<file path="config.mk">
export PLATFORM = sky130hd
export DESIGN_NAME = nine_level_spwm
export DESIGN_NICKNAME = d
export VERILOG_FILES = /design/src/rtl/nine_level_spwm.sv
export SDC_FILE = /design/constraint.sdc
export NUM_CORES = 1
export LEC_CHECK = 0
export BUFFER_PORTS_ARGS = -buffer_cell sky130_fd_sc_hd__buf_2
export CORE_MARGIN = 4
export CORE_UTILIZATION = 25
export DETAILED_ROUTE_END_ITERATION = 8
export GPL_TIMING_DRIVEN = 0
export PLACE_DENSITY = 0.49
export SLEW_MARGIN = 0
export SYNTH_ARGS = -nofsm -noshare
export SYNTH_HDL_FRONTEND = slang
export SYNTH_SLANG_ARGS = --single-unit
</file>
<file path="constraint.sdc">
create_clock -name clk -period 19.9 [get_ports clk]
set_input_delay 2.985 -clock clk [delete_from_list [all_inputs] [get_ports clk]]
set_output_delay 2.985 -clock clk [all_outputs]
set_load 0.005 [all_outputs]
</file>
<file path="src/rtl/nine_level_spwm.sv">
module nine_level_spwm #(
  parameter int REF_W = 12,
  parameter int PER_W = 9
) (
  input  logic                    clk,
  input  logic                    rst_n,
  input  logic signed [REF_W-1:0] ref_in,
  input  logic [PER_W-1:0]        period_in,
  output logic [3:0]              gate_h1,
  output logic [3:0]              gate_h2,
  output logic signed [3:0]       level_out
);

  localparam int CW = ((REF_W > PER_W + 3) ? REF_W : PER_W + 3) + 1;
  localparam logic [3:0] PAT_POS  = 4'b1001;
  localparam logic [3:0] PAT_NEG  = 4'b0110;
  localparam logic [3:0] PAT_ZERO = 4'b0101;

  logic [PER_W-1:0] h, tri_q;
  logic             rising_q;

  assign h = (period_in == '0) ? PER_W'(1) : period_in;

  always_ff @(posedge clk) begin
    if (!rst_n) begin
      tri_q    <= '0;
      rising_q <= 1'b1;
    end else if (rising_q) begin
      if (tri_q >= h - PER_W'(1)) begin
        tri_q    <= h;
        rising_q <= 1'b0;
      end else begin
        tri_q <= tri_q + PER_W'(1);
      end
    end else begin
      if (tri_q > h) begin
        tri_q <= h;
      end else if (tri_q <= PER_W'(1)) begin
        tri_q    <= '0;
        rising_q <= 1'b1;
      end else begin
        tri_q <= tri_q - PER_W'(1);
      end
    end
  end

  logic signed [CW-1:0] ref_x, tri_x, h_x;
  logic signed [CW-1:0] off [0:4];

  assign ref_x = $signed({{(CW-REF_W){ref_in[REF_W-1]}}, ref_in});
  assign tri_x = $signed({{(CW-PER_W){1'b0}}, tri_q});
  assign h_x   = $signed({{(CW-PER_W){1'b0}}, h});

  always_comb begin
    off[0] = '0;
    for (int k = 1; k < 5; k++) off[k] = off[k-1] + h_x;
  end

  logic [3:0] up_hit, dn_hit;
  for (genvar j = 0; j < 4; j++) begin : g_band
    assign up_hit[j] = (tri_x + off[j]) < ref_x;
    assign dn_hit[j] = (tri_x - off[j+1]) > ref_x;
  end

  logic [2:0] n_up, n_dn;
  logic signed [3:0] lvl_c;
  assign n_up  = 3'($countones(up_hit));
  assign n_dn  = 3'($countones(dn_hit));
  assign lvl_c = $signed({1'b0, n_up}) - $signed({1'b0, n_dn});

  logic [2:0] mag;
  logic signed [1:0] m1, m2, b1, b2;

  always_comb begin
    mag = lvl_c[3] ? 3'(-lvl_c) : 3'(lvl_c);
    case (mag)
      3'd1:    begin m1 = 2'sd1; m2 = -2'sd1; end
      3'd2:    begin m1 = 2'sd0; m2 =  2'sd1; end
      3'd3:    begin m1 = 2'sd1; m2 =  2'sd0; end
      3'd4:    begin m1 = 2'sd1; m2 =  2'sd1; end
      default: begin m1 = 2'sd0; m2 =  2'sd0; end
    endcase
    b1 = lvl_c[3] ? -m1 : m1;
    b2 = lvl_c[3] ? -m2 : m2;
  end

  function automatic logic [3:0] pat(input logic signed [1:0] b);
    if (b > 0)      return PAT_POS;
    else if (b < 0) return PAT_NEG;
    else            return PAT_ZERO;
  endfunction

  always_ff @(posedge clk) begin
    if (!rst_n) begin
      level_out <= '0;
      gate_h1   <= PAT_ZERO;
      gate_h2   <= PAT_ZERO;
    end else begin
      level_out <= lvl_c;
      gate_h1   <= pat(b1);
      gate_h2   <= pat(b2);
    end
  end

  function automatic int pat_volt(input logic [3:0] g);
    if (g == PAT_POS)      return 1;
    else if (g == PAT_NEG) return -1;
    else                   return 0;
  endfunction

  function automatic int lvl_volt(input logic signed [3:0] l);
    int a;
    a = (l < 0) ? -int'(l) : int'(l);
    a = (a == 4) ? 5 : a;
    return (l < 0) ? -a : a;
  endfunction

  p_reset_state_r1: assert property (@(posedge clk)
    !rst_n |=> (level_out == 4'sd0 && gate_h1 == PAT_ZERO && gate_h2 == PAT_ZERO));

  p_tri_step_r2: assert property (@(posedge clk) disable iff (!rst_n)
    (tri_q > 0 && tri_q < h) |=>
      (tri_q == $past(tri_q) + PER_W'(1) || tri_q == $past(tri_q) - PER_W'(1)));

  p_level_range_r3: assert property (@(posedge clk) disable iff (!rst_n)
    (level_out >= -4'sd4 && level_out <= 4'sd4));

  p_pair_sum_r4: assert property (@(posedge clk) disable iff (!rst_n)
    (3 * pat_volt(gate_h1) + 2 * pat_volt(gate_h2) == lvl_volt(level_out)));

  p_legal_pattern_r5: assert property (@(posedge clk) disable iff (!rst_n)
    ((gate_h1 == PAT_POS || gate_h1 == PAT_NEG || gate_h1 == PAT_ZERO) &&
     (gate_h2 == PAT_POS || gate_h2 == PAT_NEG || gate_h2 == PAT_ZERO)));

  p_zero_both_r6: assert property (@(posedge clk) disable iff (!rst_n)
    (level_out == 4'sd0) |-> (gate_h1 == PAT_ZERO && gate_h2 == PAT_ZERO));

  p_sat_high_r9: assert property (@(posedge clk) disable iff (!rst_n)
    (ref_x > off[4]) |=> (level_out == 4'sd4));

  p_sat_low_r9: assert property (@(posedge clk) disable iff (!rst_n)
    (ref_x < -off[4]) |=> (level_out == -4'sd4));

endmodule

</file>
==> impl_metrics.tcl, run 1 <==
set metrics [dict create \
    drtAntennaViolNets 0 \
    crit_fanout 7 \
    rsz0062_at_grt "false" \
    ys.flop_type "dfxtp_1" \
    power.internal_mw 0.383 \
    multi_input_area_sq_mm 0.00621 \
    async_flop_share 0 \
    p_sw_frac 0.518 \
    power.switching_mw 0.412 \
    synthMostInstantiatedCell "ha_1" \
    yosysSeqAreaShare 0.0613 \
    grt_first_pass_wirelength_microns 35000 \
    vias 6446 \
    post_cts_buffers 0 \
    cp_top_family "adder cells" \
    yosys.area.top_type_share 0.317 \
    irDropWorstVdd_v 0.0000845 \
    slew_violations 0 \
    fin_tns_setup_ns 0 \
    fin_crit_sh 0.636 \
    grt_max_degree 15 \
    setup_slack_ns 7.25 \
    start_kind "input pin" \
    worstSetupPathType "input pin to flip-flop" \
    synthCells 904 \
    clock-sinks 22 \
    grt_pass1_vias 6553 \
    wl_per_cell_microns 16.9 \
    synth_area_sq_mm 0.00719 \
    syn_avg_cell_area_sq_um 7.95 \
    initial_core_util 0.256 \
    total_leakage_power_nw 3.74 \
    cp.required_ns 20.06 \
    io_pins 35 \
    period_minus_slack_ns 12.65 \
    hold_class "flip-flop to flip-flop" \
    yosysWarnings 0 \
    cts-resized-gates 0 \
    hold_violations 0 \
    tightestPinTransition_ns 0.786 \
    globalplace.congestion 0.837 \
    ys_ff_latch 22 \
    viasPerCell 4.88 \
    power_frac_clock 0.074 \
    synthToLayoutAreaGrowth_pct 10.4 \
    fmax_mhz 79.0 \
    die_y_microns 178 \
    row_count 61 \
    comb_power_share 0.832 \
    synth_top_area_cell "ha_1" \
    yosys-top-cells-count "ha_1 (182), inv_1 (101), a21oi_1 (61), xnor2_1 (56), nor2_1 (51)" \
    yosysUniqueCellTypes 85 \
    endpoint_kind "flip-flop" \
    drv_cap 0 \
    skew_ns 0.00602 \
    numCtsBuffers 3 \
    slew-limit-headroom 0.475 \
    final_nets 1167 \
    drive_gt1_frac 0.0892 \
    cts_tree "done" \
    dieWidth_microns 178 \
    postRouteWirelength_microns 22300 \
    setup_viol 0 \
    grtUsageTotal 0.141 \
    dieArea_sq_mm 0.0315 \
    num_antenna_cells 0 \
    outcome "finished, final reports clean" \
    cp_num_buf_inv 6 \
    slowest_stage "fa_1" \
    worstPathArrival_ns 12.81 \
    syn_nets 1128 \
    slowest_delay_ns 0.60 \
    dp_hpwl_microns 19200 \
    drt_iter0_markers 367 \
    seqCellArea_sq_um 440 \
    p_per_area_mw_per_mm2 100 \
    h-tree-depth 1 \
    place.port_buffers 34 \
    fillCellCount 3138 \
    clk_pin_slew_ns 0.07 \
    ctsHoldBuffers 0 \
    clockRootBuffer "clkbuf_16" \
    synthTopCellsByArea "ha_1 (32%), xnor2_1 (6.8%), dfxtp_1 (6.1%)" \
    clock_path_buffers 2 \
    worst_path_most_repeated_cell "ha_1" \
    antenna_found_initial 1 \
    drc 0 \
    drtPass1Iterations 5 \
    power_frac_seq 0.094 \
    overflow 0 \
    pre_cts_ws_ns 6.99 \
    clock_latency_ns 0.27 \
    synth_edf_count 0 \
    core_area_sq_mm 0.0281 \
]
[area by class of cell]
class	instances	area share
Buffer	26	0.0189
Clock buffer	3	0.00946
Clock inverter	1	0.00378
Inverter	104	0.0493
Multi-Input combinational cell	752	0.782
Sequential cell	22	0.0555
Tap cell	378	0.0596
Timing Repair Buffer	34	0.0214
[cell families after synthesis]
logic type               share of synthesized area
AO/OA/AOI/OAI                                0.215
XOR/XNOR                                    0.0975
adder cells (fa/ha/maj)                      0.370
buffers and inverters                       0.0754
flip-flops                                  0.0613
multiplexers                               0.00766
AND/OR/NAND/NOR                              0.173
[cells in the final DEF (no fill, tap or decap), types with 19 or more instances in the layout]
cell type	synthesis	final
o21ai_0	41	41
inv_1	101	101
nor2b_1	23	23
nand2b_1	22	22
fa_1	19	19
xor2_1	24	24
nand2_1	42	42
nor2_1	51	51
o21a_1	27	27
nor3_1	24	24
dfxtp_1	22	22
xnor2_1	56	56
a21oi_1	61	61
ha_1	182	182
buf_2	5	39
[layer usage]
layer / track usage / share of wire / wire length (microns) / up-vias
li1: - / - / - / 3264
met1: 0.200 / 0.49 / 11000 / 3042
met2: 0.242 / 0.46 / 10200 / 118
met3: 0.00533 / 0.034 / 767 / 20
met4: 0.0258 / 0.013 / 288 / 2
met5: 0 / 0.00036 / 8 / -
[registers in the layout (all words and copies together) (netlist names)]
register	flops
tri_q	9
gate_h1	4
gate_h2	4
level_out	4
rising_q	1
[path summary, 6_finish.rpt]
check | startpoint | endpoint | slack (ns) | cells past startpoint
min | tri_q[0]$_SDFF_PN0_ | tri_q[0]$_SDFF_PN0_ | 0.72 | 2
max | period_in[7] | gate_h2[1]$_SDFF_PP0_ | 7.25 | 42
min reg2reg | tri_q[0]$_SDFF_PN0_ | tri_q[0]$_SDFF_PN0_ | 0.72 | 2
max reg2reg | tri_q[2]$_SDFF_PN0_ | gate_h2[1]$_SDFF_PP0_ | 11.55 | 30
[through the flow]
stage	hold WS [ns]	util	instances	power (mW)	cell area [sq um]
floorplan	0.599	-	904	0.569	7190
global placement	0.679	0.279	1316	0.726	7830
detailed placement	0.694	0.279	1316	0.733	7830
CTS	0.720	0.283	1320	0.798	7940
global route	0.746	0.283	1320	0.892	7940
finish	0.723	0.283	1320	0.795	7940
[worst min-delay path, cell delays in order, from the launching register on]
cell and delay [ns]:
dfxtp_1 0.36, buf_2 0.19, o22ai_1 0.12
[power groups by stage]
stage	Sequential, mW	Combinational (mW)	Clock, mW
after floorplan	0.0693	0.499	0
after global placement	0.0751	0.651	0
after detailed placement	0.0752	0.658	0
after CTS	0.0744	0.663	0.0601
after global routing	0.0765	0.753	0.0625
final	0.0745	0.662	0.0589
Note: power is estimated with default switching activity, not from simulation.
==> run 2: changes to the inputs <==
--- a/config.mk
+++ b/config.mk
@@ -10,7 +10,7 @@
 export CORE_UTILIZATION = 25
 export DETAILED_ROUTE_END_ITERATION = 8
 export GPL_TIMING_DRIVEN = 0
-export PLACE_DENSITY = 0.49
+export PLACE_DENSITY = 0.51
 export SLEW_MARGIN = 0
 export SYNTH_ARGS = -nofsm -noshare
 export SYNTH_HDL_FRONTEND = slang
==> constraint.sdc (replaced) <==
create_clock -name clk -period 11.3 [get_ports clk]
set_input_delay 1.695 -clock clk [delete_from_list [all_inputs] [get_ports clk]]
set_output_delay 1.695 -clock clk [all_outputs]
set_load 0.005 [all_outputs]
==> run 2 against run 1 <==
  * Flip-flop and latch count unchanged
  * Clock power increased by 73%
  * Die area unchanged
  * Global-route usage decreased by 0.42 points
  * Highest routed layer is now met4
  * Wire length decreased by 1.9%
  * Worst setup slack got worse by 6.8 ns
  * Final cell count increased by 0.38%
  * Register-to-register slack got worse by 8.5 ns
  * Worst hold slack got worse by 0.017 ns
  * Sequential share of layout area decreased by 0.055 points
  * Largest cell class unchanged
  * Critical path depth decreased by 1
==> impl_metrics.tcl, run 2 (synthesis gave the netlist of run 1 again) <==
set metrics [dict create \
    total_power_mw 1.42 \
    setup_viol 0 \
    antenna_found_initial 0 \
    skew_ns 0.00488 \
    clock_latency_ns 0.26 \
    viasPerCell 4.87 \
    final_cell_mix "ha_1 (182), inv_1 (100), a21oi_1 (60), xnor2_1 (56), nor2_1 (51)" \
    drtPass1Iterations 4 \
    fmax_mhz 92.2 \
    dieArea_sq_mm 0.0315 \
    drc 0 \
    die_y_microns 178 \
    globalplace.congestion 0.871 \
    dieWidth_microns 178 \
    clockRootBuffer "clkbuf_16" \
    tightestPinTransition_ns 0.791 \
    grt_pass1_vias 6479 \
    clk_pin_slew_ns 0.06 \
    h-tree-depth 1 \
    cts_tree "done" \
    dp_hpwl_microns 18900 \
    io_pins 35 \
    overflow 0 \
    synthToLayoutAreaGrowth_pct 11.5 \
    grtUsageTotal 0.137 \
    stdcell_area_sq_mm 0.00802 \
    start_kind "input pin" \
    slew-limit-headroom 0.472 \
    irDropWorstVdd_v 0.000233 \
    num_antenna_cells 0 \
    slowest_delay_ns 0.61 \
    wl_per_cell_microns 16.5 \
    drv_cap 0 \
    drt_iter0_markers 275 \
    hold_violations 0 \
    clock-sinks 22 \
    drive_gt1_frac 0.103 \
    drtAntennaViolNets 0 \
    worstPathArrival_ns 11.00 \
    slowest_stage "fa_1" \
    grt_first_pass_wirelength_microns 34000 \
    endpoint_kind "flip-flop" \
    postPlaceCellArea_sq_mm 0.00783 \
    worstSetupPathType "input pin to flip-flop" \
    numCtsBuffers 3 \
    outcome "finished, final reports clean" \
    postRouteWirelength_microns 21900 \
    initial_core_util 0.256 \
    total_leakage_power_nw 3.77 \
    fin_crit_sh 0.960 \
    period_minus_slack_ns 10.84 \
    place.port_buffers 34 \
    clock_path_buffers 2 \
    cp.required_ns 11.45 \
    p_per_area_mw_per_mm2 177 \
    rsz0062_at_grt "false" \
    row_count 61 \
    largest_reg_flops 9 \
    vias 6448 \
    hold_class "flip-flop to flip-flop" \
    worst_path_most_repeated_cell "fa_1" \
    slew_violations 0 \
    core_area_sq_mm 0.0281 \
    final_common_cell "ha_1" \
    crit_fanout 6 \
    regMostFlops "tri_q" \
    grt_max_degree 15 \
    final_nets 1172 \
]
-- run 2: timing repair --
item | 4_1_cts | 5_1_grt
endpoints found under the hold margin | 0 | 0
gates resized for setup | 1 | 10
buffers inserted | 0 | 5
hold buffers | 0 | 0
setup endpoints to repair | 1 | 4
pin swaps | 0 | 2
-- run 2: power by group --
group	leakage, nW	total, mW	switching, mW	internal (mW)
Combinational	3.54	1.19	0.665	0.522
Sequential	0.180	0.131	0.0319	0.0989
Clock	0.0511	0.102	0.0313	0.0705
-- run 2: metal layers --
metal  vias up  wire (microns)  GRT usage
met2       101           10100      0.234
met4         0             241     0.0209
met3        16             561    0.00746
met5         -               0          0
met1      3063           11000      0.195
li1       3268               -          -
-- run 2: area by class of cell --
class | count | area, sq um
clock buffers | 3 | 75.1
clock inverters | 1 | 30.0
well taps | 378 | 473
multi-input cells | 752 | 6240
repair buffers | 39 | 208
flip-flops and latches | 22 | 440
inverters | 104 | 395
plain buffers | 26 | 150
fillers | 3132 | 20100
-- run 2: critical path, delay by kind of cell --
kind,cells,cell delay (ns)
xor gates and xnor gates,3,0.69
buffers and inverters,5,0.39
and+or+nand+nor,9,1.74
adders and majority gates,11,4.37
muxes,1,0.38
AOI/OAI and AO/OA,12,1.71
-- run 2: per-stage QoR --
stage	setup WS [ns]	hold WS (ns)	TNS, ns	instances	utilization
CTS	0.139	0.721	0	1320	0.283
global placement	-0.343	0.682	-0.859	1316	0.279
global route	0.0123	0.742	0	1325	0.285
detailed placement	-0.258	0.706	-0.518	1316	0.279
floorplan	1.27	0.599	0	904	-
finish	0.455	0.707	0	1325	0.285
-- run 2: worst paths after layout --
kind | slack [ns] | from | endpoint | cells after the start
worst min register to register | 0.71 | tri_q[0]$_SDFF_PN0_ | tri_q[0]$_SDFF_PN0_ | 2
worst max-delay path | 0.46 | period_in[4] | gate_h2[1]$_SDFF_PP0_ | 41
worst max register to register | 3.04 | tri_q[2]$_SDFF_PN0_ | gate_h2[1]$_SDFF_PP0_ | 30
worst min-delay path | 0.71 | tri_q[0]$_SDFF_PN0_ | tri_q[0]$_SDFF_PN0_ | 2
